File: src/rtl/sram_pkg.sv
package sram_pkg;
  typedef enum logic {
    OUT_FLOW = 1'b0,
    OUT_PIPE = 1'b1
  } out_mode_e;
endpackage

File: src/rtl/sram_in_stage.sv
module sram_in_stage #(
  parameter int ADDR_W = 6,
  parameter int LANES  = 8,
  parameter int LANE_W = 9,
  localparam int DATA_W = LANES * LANE_W
) (
  input  logic              clk,
  input  logic              rst,
  input  logic [ADDR_W-1:0] addr_i,
  input  logic              cs_n_i,
  input  logic              gwr_n_i,
  input  logic              wen_n_i,
  input  logic [LANES-1:0]  bwe_n_i,
  input  logic [DATA_W-1:0] wdata_i,
  output logic              sel_q,
  output logic              wr_q,
  output logic [LANES-1:0]  mask_q,
  output logic [ADDR_W-1:0] addr_q,
  output logic [DATA_W-1:0] wdata_q
);
  logic             every_lane;
  logic [LANES-1:0] lane_req;

  // global write, or write enable with all lane strobes, selects every lane
  always_comb begin
    every_lane = ~gwr_n_i | (~wen_n_i & ~(|bwe_n_i));
    if (every_lane)
      lane_req = '1;
    else if (!wen_n_i)
      lane_req = ~bwe_n_i;
    else
      lane_req = '0;
  end

  always_ff @(posedge clk) begin
    if (rst) begin
      sel_q  <= 1'b0;
      mask_q <= '0;
    end else begin
      sel_q  <= ~cs_n_i;
      mask_q <= cs_n_i ? '0 : lane_req;
    end
    addr_q  <= addr_i;
    wdata_q <= wdata_i;
  end

  assign wr_q = |mask_q;
endmodule

File: src/rtl/sram_lane_array.sv
module sram_lane_array #(
  parameter int ADDR_W = 6,
  parameter int LANES  = 8,
  parameter int LANE_W = 9,
  localparam int DATA_W = LANES * LANE_W,
  localparam int DEPTH  = 1 << ADDR_W
) (
  input  logic              clk,
  input  logic [LANES-1:0]  we_i,
  input  logic [ADDR_W-1:0] addr_i,
  input  logic [DATA_W-1:0] wdata_i,
  output logic [DATA_W-1:0] rdata_o
);
  for (genvar g = 0; g < LANES; g++) begin : g_lane
    logic [LANE_W-1:0] mem [DEPTH];

    always_ff @(posedge clk) begin
      if (we_i[g])
        mem[addr_i] <= wdata_i[g*LANE_W +: LANE_W];
    end

    assign rdata_o[g*LANE_W +: LANE_W] = mem[addr_i];
  end
endmodule

File: src/rtl/sram_out_stage.sv
module sram_out_stage
  import sram_pkg::*;
#(
  parameter out_mode_e OUT_MODE = OUT_PIPE,
  parameter int        DATA_W   = 72
) (
  input  logic              clk,
  input  logic              rst,
  input  logic              rd_req_i,
  input  logic [DATA_W-1:0] arr_data_i,
  input  logic              oe_n_i,
  output logic              dq_en_o,
  output logic [DATA_W-1:0] rdata_o
);
  logic              slot_vld;
  logic [DATA_W-1:0] slot_data;

  if (OUT_MODE == OUT_PIPE) begin : g_pipe
    logic              vld_q;
    logic [DATA_W-1:0] data_q;

    always_ff @(posedge clk) begin
      if (rst)
        vld_q <= 1'b0;
      else
        vld_q <= rd_req_i;
      if (rd_req_i)
        data_q <= arr_data_i;
    end

    assign slot_vld  = vld_q;
    assign slot_data = data_q;
  end else begin : g_flow
    logic unused_ok;
    assign unused_ok = clk ^ rst;
    assign slot_vld  = rd_req_i;
    assign slot_data = arr_data_i;
  end

  assign dq_en_o = slot_vld & ~oe_n_i;
  assign rdata_o = dq_en_o ? slot_data : '0;
endmodule

File: src/rtl/sram_bytewrite.sv
module sram_bytewrite
  import sram_pkg::*;
#(
  parameter int        ADDR_W   = 6,
  parameter int        LANES    = 8,
  parameter int        LANE_W   = 9,
  parameter out_mode_e OUT_MODE = OUT_PIPE,
  localparam int       DATA_W   = LANES * LANE_W
) (
  input  logic              clk,
  input  logic              rst,
  input  logic [ADDR_W-1:0] addr_i,
  input  logic              cs_n_i,
  input  logic              gwr_n_i,
  input  logic              wen_n_i,
  input  logic [LANES-1:0]  bwe_n_i,
  input  logic              oe_n_i,
  input  logic [DATA_W-1:0] wdata_i,
  output logic [DATA_W-1:0] rdata_o,
  output logic              dq_en_o
);
  logic              sel_q;
  logic              wr_q;
  logic [LANES-1:0]  mask_q;
  logic [ADDR_W-1:0] addr_q;
  logic [DATA_W-1:0] wdata_q;
  logic [DATA_W-1:0] arr_data;

  sram_in_stage #(.ADDR_W(ADDR_W), .LANES(LANES), .LANE_W(LANE_W)) u_in (
    .clk     (clk),
    .rst     (rst),
    .addr_i  (addr_i),
    .cs_n_i  (cs_n_i),
    .gwr_n_i (gwr_n_i),
    .wen_n_i (wen_n_i),
    .bwe_n_i (bwe_n_i),
    .wdata_i (wdata_i),
    .sel_q   (sel_q),
    .wr_q    (wr_q),
    .mask_q  (mask_q),
    .addr_q  (addr_q),
    .wdata_q (wdata_q)
  );

  sram_lane_array #(.ADDR_W(ADDR_W), .LANES(LANES), .LANE_W(LANE_W)) u_arr (
    .clk     (clk),
    .we_i    (mask_q),
    .addr_i  (addr_q),
    .wdata_i (wdata_q),
    .rdata_o (arr_data)
  );

  sram_out_stage #(.OUT_MODE(OUT_MODE), .DATA_W(DATA_W)) u_out (
    .clk        (clk),
    .rst        (rst),
    .rd_req_i   (sel_q & ~wr_q),
    .arr_data_i (arr_data),
    .oe_n_i     (oe_n_i),
    .dq_en_o    (dq_en_o),
    .rdata_o    (rdata_o)
  );
endmodule

File: config.mk
export PLATFORM = sky130hd
export DESIGN_NAME = sram_bytewrite
export DESIGN_NICKNAME = d
export VERILOG_FILES = /design/src/rtl/sram_pkg.sv /design/src/rtl/sram_in_stage.sv /design/src/rtl/sram_lane_array.sv /design/src/rtl/sram_out_stage.sv /design/src/rtl/sram_bytewrite.sv
export SDC_FILE = /design/constraint.sdc
export NUM_CORES = 2
export LEC_CHECK = 0
export BUFFER_PORTS_ARGS = -buffer_cell sky130_fd_sc_hd__buf_2
export CORE_MARGIN = 2
export CORE_UTILIZATION = 50
export DETAILED_ROUTE_END_ITERATION = 10
export PLACE_DENSITY = 0.62
export SKIP_LAST_GASP = 1
export SYNTH_ARGS = -nofsm -noshare
export SYNTH_HDL_FRONTEND = slang
export SYNTH_HIERARCHICAL = 1
export SYNTH_MEMORY_MAX_BITS = 65536
export SYNTH_SLANG_ARGS = --single-unit
File: constraint.sdc
create_clock -name clk -period 3.6 [get_ports clk]
set_clock_uncertainty 0.15 [all_clocks]
set_input_delay 0.36 -clock clk [delete_from_list [all_inputs] [get_ports clk]]
set_output_delay 0.36 -clock clk [all_outputs]
set_load 0.02 [all_outputs]
# ---- Word level (Yosys, flattened, before mapping)
# Memories as Yosys holds them, arrays and structs flattened. A register that Yosys moved wholly into a read port is not among the register bits.
# Cells that the tools add are included.
dict set report totals {
  out_inout_bits 73
  ramBits 4608
  wordCells 46
  latch_bits 0
  inputBits 92
  rom_bits 0
  memories 8
  regBits 88
}
dict set report op_classes {
  bitwise 11
  order_cmp 0
  muxes 19
  mul 0
  div 0
  addsub 0
  n_eq_ne 0
  reduce_logical 3
  shift 0
}
# name words word_bits read_ports rd_clocked_by_memory_dff write_ports line
set mem_list {}
lappend mem_list {{u_arr.g_lane[0].mem} 64 9 1 1 1 sram_lane_array.sv:15} ;# logic [LANE_W-1:0] mem [DEPTH];
lappend mem_list {{u_arr.g_lane[1].mem} 64 9 1 1 1 sram_lane_array.sv:15}
lappend mem_list {{u_arr.g_lane[2].mem} 64 9 1 1 1 sram_lane_array.sv:15}
lappend mem_list {{u_arr.g_lane[3].mem} 64 9 1 1 1 sram_lane_array.sv:15}
lappend mem_list {{u_arr.g_lane[4].mem} 64 9 1 1 1 sram_lane_array.sv:15}
lappend mem_list {{u_arr.g_lane[5].mem} 64 9 1 1 1 sram_lane_array.sv:15}
lappend mem_list {{+2 memories} n/a n/a n/a n/a n/a n/a}
# op n
set ops {}
lappend ops {{72-bit two-way mux} 1}
lappend ops {{1-bit two-way mux} 16}
lappend ops {{8-bit two-way mux} 2}
lappend ops {{8-bit OR reduction} 2}
lappend ops {{8-bit inverter} 1}
lappend ops {{1-bit inverter} 6}
lappend ops {{1-bit bitwise AND} 3}
lappend ops {{2-bit OR reduction} 1}
lappend ops {{1-bit OR} 1}

# ---- Logic depth before layout (Yosys ltp)
dict set report logic_depth {
  word_depth 5
  mapped_depth 11
  depth_no_buf 6
}

# ---- By module
# The synthesis kept the hierarchy.
# mod n_inst seq_area_each_um2 area_each_um2 cells_per_inst
set modules_own_cells {}
lappend modules_own_cells {sram_lane_array 1 138372.7 175761.1 10212}
lappend modules_own_cells {sram_out_stage 1 2182.1 2910.3 162}
lappend modules_own_cells {sram_in_stage 1 1741.7 1859.3 107}
lappend modules_own_cells {sram_bytewrite 1 0.0 13.8 1}

# ---- Least setup slack after synthesis
# OpenSTA, ideal clock, no wires.
dict set report synth_path {
  path_type {register to register}
  start {register u_in.addr_q[0]}
  end {memory u_arr.g_lane[0].mem[44][0], enable pin}
  path_slack_ns 0.839
  arrival_ns 2.237
  synth_period_minus_slack_ns 2.761
  required_time_ns 3.076
  n_path_buf 6
  setup_ns 0.374
  path_stages_with_launch 10
  path_cell_list {dfxtp_1 > buf_6 > nor2_2 > buf_2 > buf_2 > buf_2 > buf_2 > nand2_1 > clkbuf_1 > nor2_1}
}
# element line
set synth_lines {}
lappend synth_lines {{start: declaration} sram_in_stage.sv:18} ;# output logic [ADDR_W-1:0] addr_q,
lappend synth_lines {{start signal: assignment} sram_in_stage.sv:43} ;# addr_q <= addr_i;
lappend synth_lines {{end: declaration} sram_lane_array.sv:15}
# No word-level cell before the write port.

==> impl_results.md <==
* Result of the run: complete, no violations
* DR vias at between 100k and 150k
* Net Count, Synth at around 11000
* Sequential cell area fraction in the yosys report at between 70% and 80%
* Number of setup buffers added after CTS at 0
* Peak fanout along the critical path at 37
* DRT Pass-1 Iters at 10
* Cell family contributing the most delay on the critical path: compound AO/OA/AOI/OAI gates
* Type of element capturing the critical path: flip-flop
* Number of buffers inserted during clock tree synthesis at around 460
* Critical Path RT at between 4 and 5 ns
* Wire length after detailed routing at between 500000 and 600000 µm
* Number of core rows at 220
* Max_slew headroom at between 10 and 15%
* Filler cells at 26600
* Final #Nets at approximately 12000
* Drt via density at 6.58
* Area share of the leading cell type in the synthesized netlist at between 70% and 80%
* Starting density of the core at approximately 50%
* Fin cells at approximately 17000
* Max Fclk at 281 MHz
* Slowest cell on crit path: a21oi_1
* YS warnings at 6
* Final Setup Violations at 0
* Post-synthesis instance area at around 0.18 mm²
* Die footprint at 0.366 mm²
* Worst path bufs/invs at 3
* Max Slew Vio Count at 0
* Reg2reg path depth at 9
* Standard cell area after detailed placement at 0.194 mm²
* Largest net degree at the start of global routing at around 130
* Ordered cell list for the critical path: buf_12 > buf_12 > nand2_1 > nor2_4 > buf_12 > a222oi_1 > a21oi_1 > a21oi_1 > nand4_1
* Height of the die at between 600 and 700 µm
* Root buffer cell: clkbuf_16
* Maximum Capacitance Violations at 0
* First DRT Iteration DRCs at roughly 17000
* Clk Latency, worst-skew pair at 1.01 ns
* Class of the most critical hold timing path: input port to flip-flop
* Post-synthesis sequential element count at 4768
* Post-synthesis area per instance at 17.2 µm²
* Number of global-route vias before repair at around 110k
* Overall routing resource usage at between 20 and 30%
* Post-route cell area at about 0.21 mm²
* Slew at the pin closest to its max-slew limit at ~1.3 ns
* Start of the worst register-to-register path: u_in/addr_q[1]
* Critical path depth in cells at 9
* RePlAce Congestion at between 0.8 and 0.9
* First-pass GRT wire length at slightly below 800000 µm
* Largest stage delay on the critical path at 0.66 ns
* End of the worst register-to-register path: u_out/g_pipe.data_q[11]
* Cell type contributing the most total cell area after synthesis: edfxtp_1
* Detailed placer's ending HPWL at around 350000 µm
* Static leakage at roughly 69 nW
* Predominant post-synthesis flop cell: edfxtp_1
* Fraction of final layout cells sized beyond drive strength 1 at a little under a fifth
* Data arrival at the endpoint of the critical path at 4.09 ns
* Endpoint of the worst setup timing path: u_out/g_pipe.data_q[11]
* Final routed wire length divided by cell count at ~33 µm
* Top cells by area in the synthesized netlist: edfxtp_1 (78%), a221oi_1 (3.7%), mux2i_1 (2.7%)
* Global route overflow at 0
* Count of H-tree levels built during CTS at 5
* Number of port buffers at about 160
* Die width at about 600 µm
* TritonCTS clock tree: yes
* DR DRC count at 0
* Final hold violation count at 0
* Buffer levels on the longest clock path at 4
* Max rail drop VDD at approximately 470 µV
* Overall power at around 0.12 W
* CTS clk-pin slew, worst paths at approximately 0.060 ns
* Hold WS at 0.0691 ns
* Source of the critical timing path: u_in/addr_q[1]
* Initial antenna violation count at 34
* Accumulated negative setup slack at 0 ns
* RSZ-0062 raised after global routing: false
* Number of flops mapped to enable cells by yosys at approximately 4700
* Area occupied by multi-input gates at around 0.035 mm²
* Synth-to-layout area growth at 16.9%
* Async S/R FF share, synth at 0%
* Commonest cells after routing, fill and taps aside: edfxtp_1 (4680), buf_4 (904), a221oi_1 (763)
* Startpoint-to-endpoint class of the critical path: flip-flop to flip-flop
* Final period demand of the worst path at between 3 and 4 ns
* Core region area at around 0.36 mm²
* Cell count after synthesis at roughly 10000
* TritonCTS Sinks at approximately 4800
* Most frequent standard cell in the layout excluding fill and tap cells: edfxtp_1
* Combined flip-flop and latch cell area at 0.142 mm²
* Cell seen most often among critical-path stages: buf_12
* Share of the clock period used by the worst path at between 90% and 100%
* P per Cell Area at about 560 mW/mm²
* Startpoint type of the worst setup path: flip-flop
* I/O pin count at ~170
* Instance count after placement with tap cells included at around 16000
* Post-detailed-route count of antenna-violating nets at 0
* FF-to-FF setup slack at 0.04 ns
* Number of distinct library cells after synthesis at 58
==> where the power goes <==
part	switching (W)	internal (W)
logic	0.00414	0.00193
registers	0.000671	0.0612
clock network	0.0210	0.0282
total	0.0259	0.0913
==> synthesized netlist by cell type, types with 4 or more instances <==
cell type	n
nor2b_1	10
a211oi_1	64
mux2i_1	494
o2bb2ai_1	60
nor2_1	762
a31oi_1	7
nor3b_1	4
mux4_2	72
buf_4	33
nand4_1	39
nor4_1	9
buf_2	229
nand2_1	305
nor3_1	47
buf_1	99
dfxtp_1	88
o211ai_1	62
and2_1	11
o32ai_1	9
buf_6	4
a22o_1	68
and3b_2	6
and3b_1	68
o22ai_1	395
a211o_1	91
nand2b_1	5
and3_1	6
a221oi_1	764
mux2_2	45
a2111oi_0	4
or4_1	34
a21boi_0	30
nand3_1	35
edfxtp_1	4680
a22oi_1	612
clkbuf_1	474
o221ai_1	107
a222oi_1	60
a21oi_1	389
o21ai_0	133
o22a_1	37
==> layout make-up <==
class / instances / area share (%)
antenna: 31 / 0.0368
clock buffer: 558 / 5.77
clock inverter: 314 / 1.53
inverter: 4 / 0.0142
multi-input combinational: 4871 / 16.6
sequential: 4768 / 67.5
tap: 4773 / 2.83
timing repair buffer: 1382 / 5.78
==> kinds of logic after synthesis <==
family	synth area share [%]
muxes	3.92
AOI/OAI and AO/OA	12.0
DFF	78.8
buffers and inverters	2.00
and+or+nand+nor	3.30
==> state kept, by name, summed over array words and instances (netlist names) <==
signal and count:
u_out/g_pipe.data_q 72, u_in/mask_q 8, u_arr/g_lane.mem 4608, u_out/g_pipe.vld_q 1, u_in/addr_q 6, u_in/wdata_q 72
u_in/sel_q 1
==> metrics by stage <==
step | utilization, % | setup WS (ns)
2_1_floorplan | - | 0.839
3_3_place_gp | 54.0 | -0.0369
3_5_place_dp | 54.0 | -0.00242
4_1_cts | 58.7 | 0.0779
5_1_grt | 58.7 | 0.00589
6_report | 58.7 | 0.0367
==> routing by layer <==
layer / routed length [µm] / global-route usage [%] / part of all wire (%) / up-vias
li1: - / - / - / 45500
met1: 210000 / 40.9 / 38 / 56400
met2: 263000 / 47.6 / 47 / 6889
met3: 60300 / 5.78 / 11 / 1134
met4: 25100 / 12.2 / 4.5 / 10
met5: 69 / 0 / 0.012 / -
==> how the worst min path moves through the flow <==
stage / depth (start not counted) / start / to / slack (ns)
global placement: 1 / wdata_i[41] / u_in/wdata_q[41] / 0.31
detailed placement: 1 / wdata_i[60] / u_in/wdata_q[60] / 0.31
finish: 3 / cs_n_i / u_in/sel_q / 0.07
floorplan: 0 / addr_i[0] / u_in/addr_q[0] / 0.24
CTS: 3 / cs_n_i / u_in/sel_q / 0.02
global route: 2 / addr_i[4] / u_in/addr_q[4] / 0.06
==> what timing repair did <==
item / in CTS / in global routing
setup endpoints to repair: 2 / 2
endpoints found under the hold margin: 88 / 0
hold buffers: 171 / 0
resized for setup: 2 / 2
==> worst min-delay path: stages <==
cell and delay, ns:
dlygate4sd3_1 0.51, buf_2 0.12, nor2_4 0.11
(Power assumes the default switching activity.)
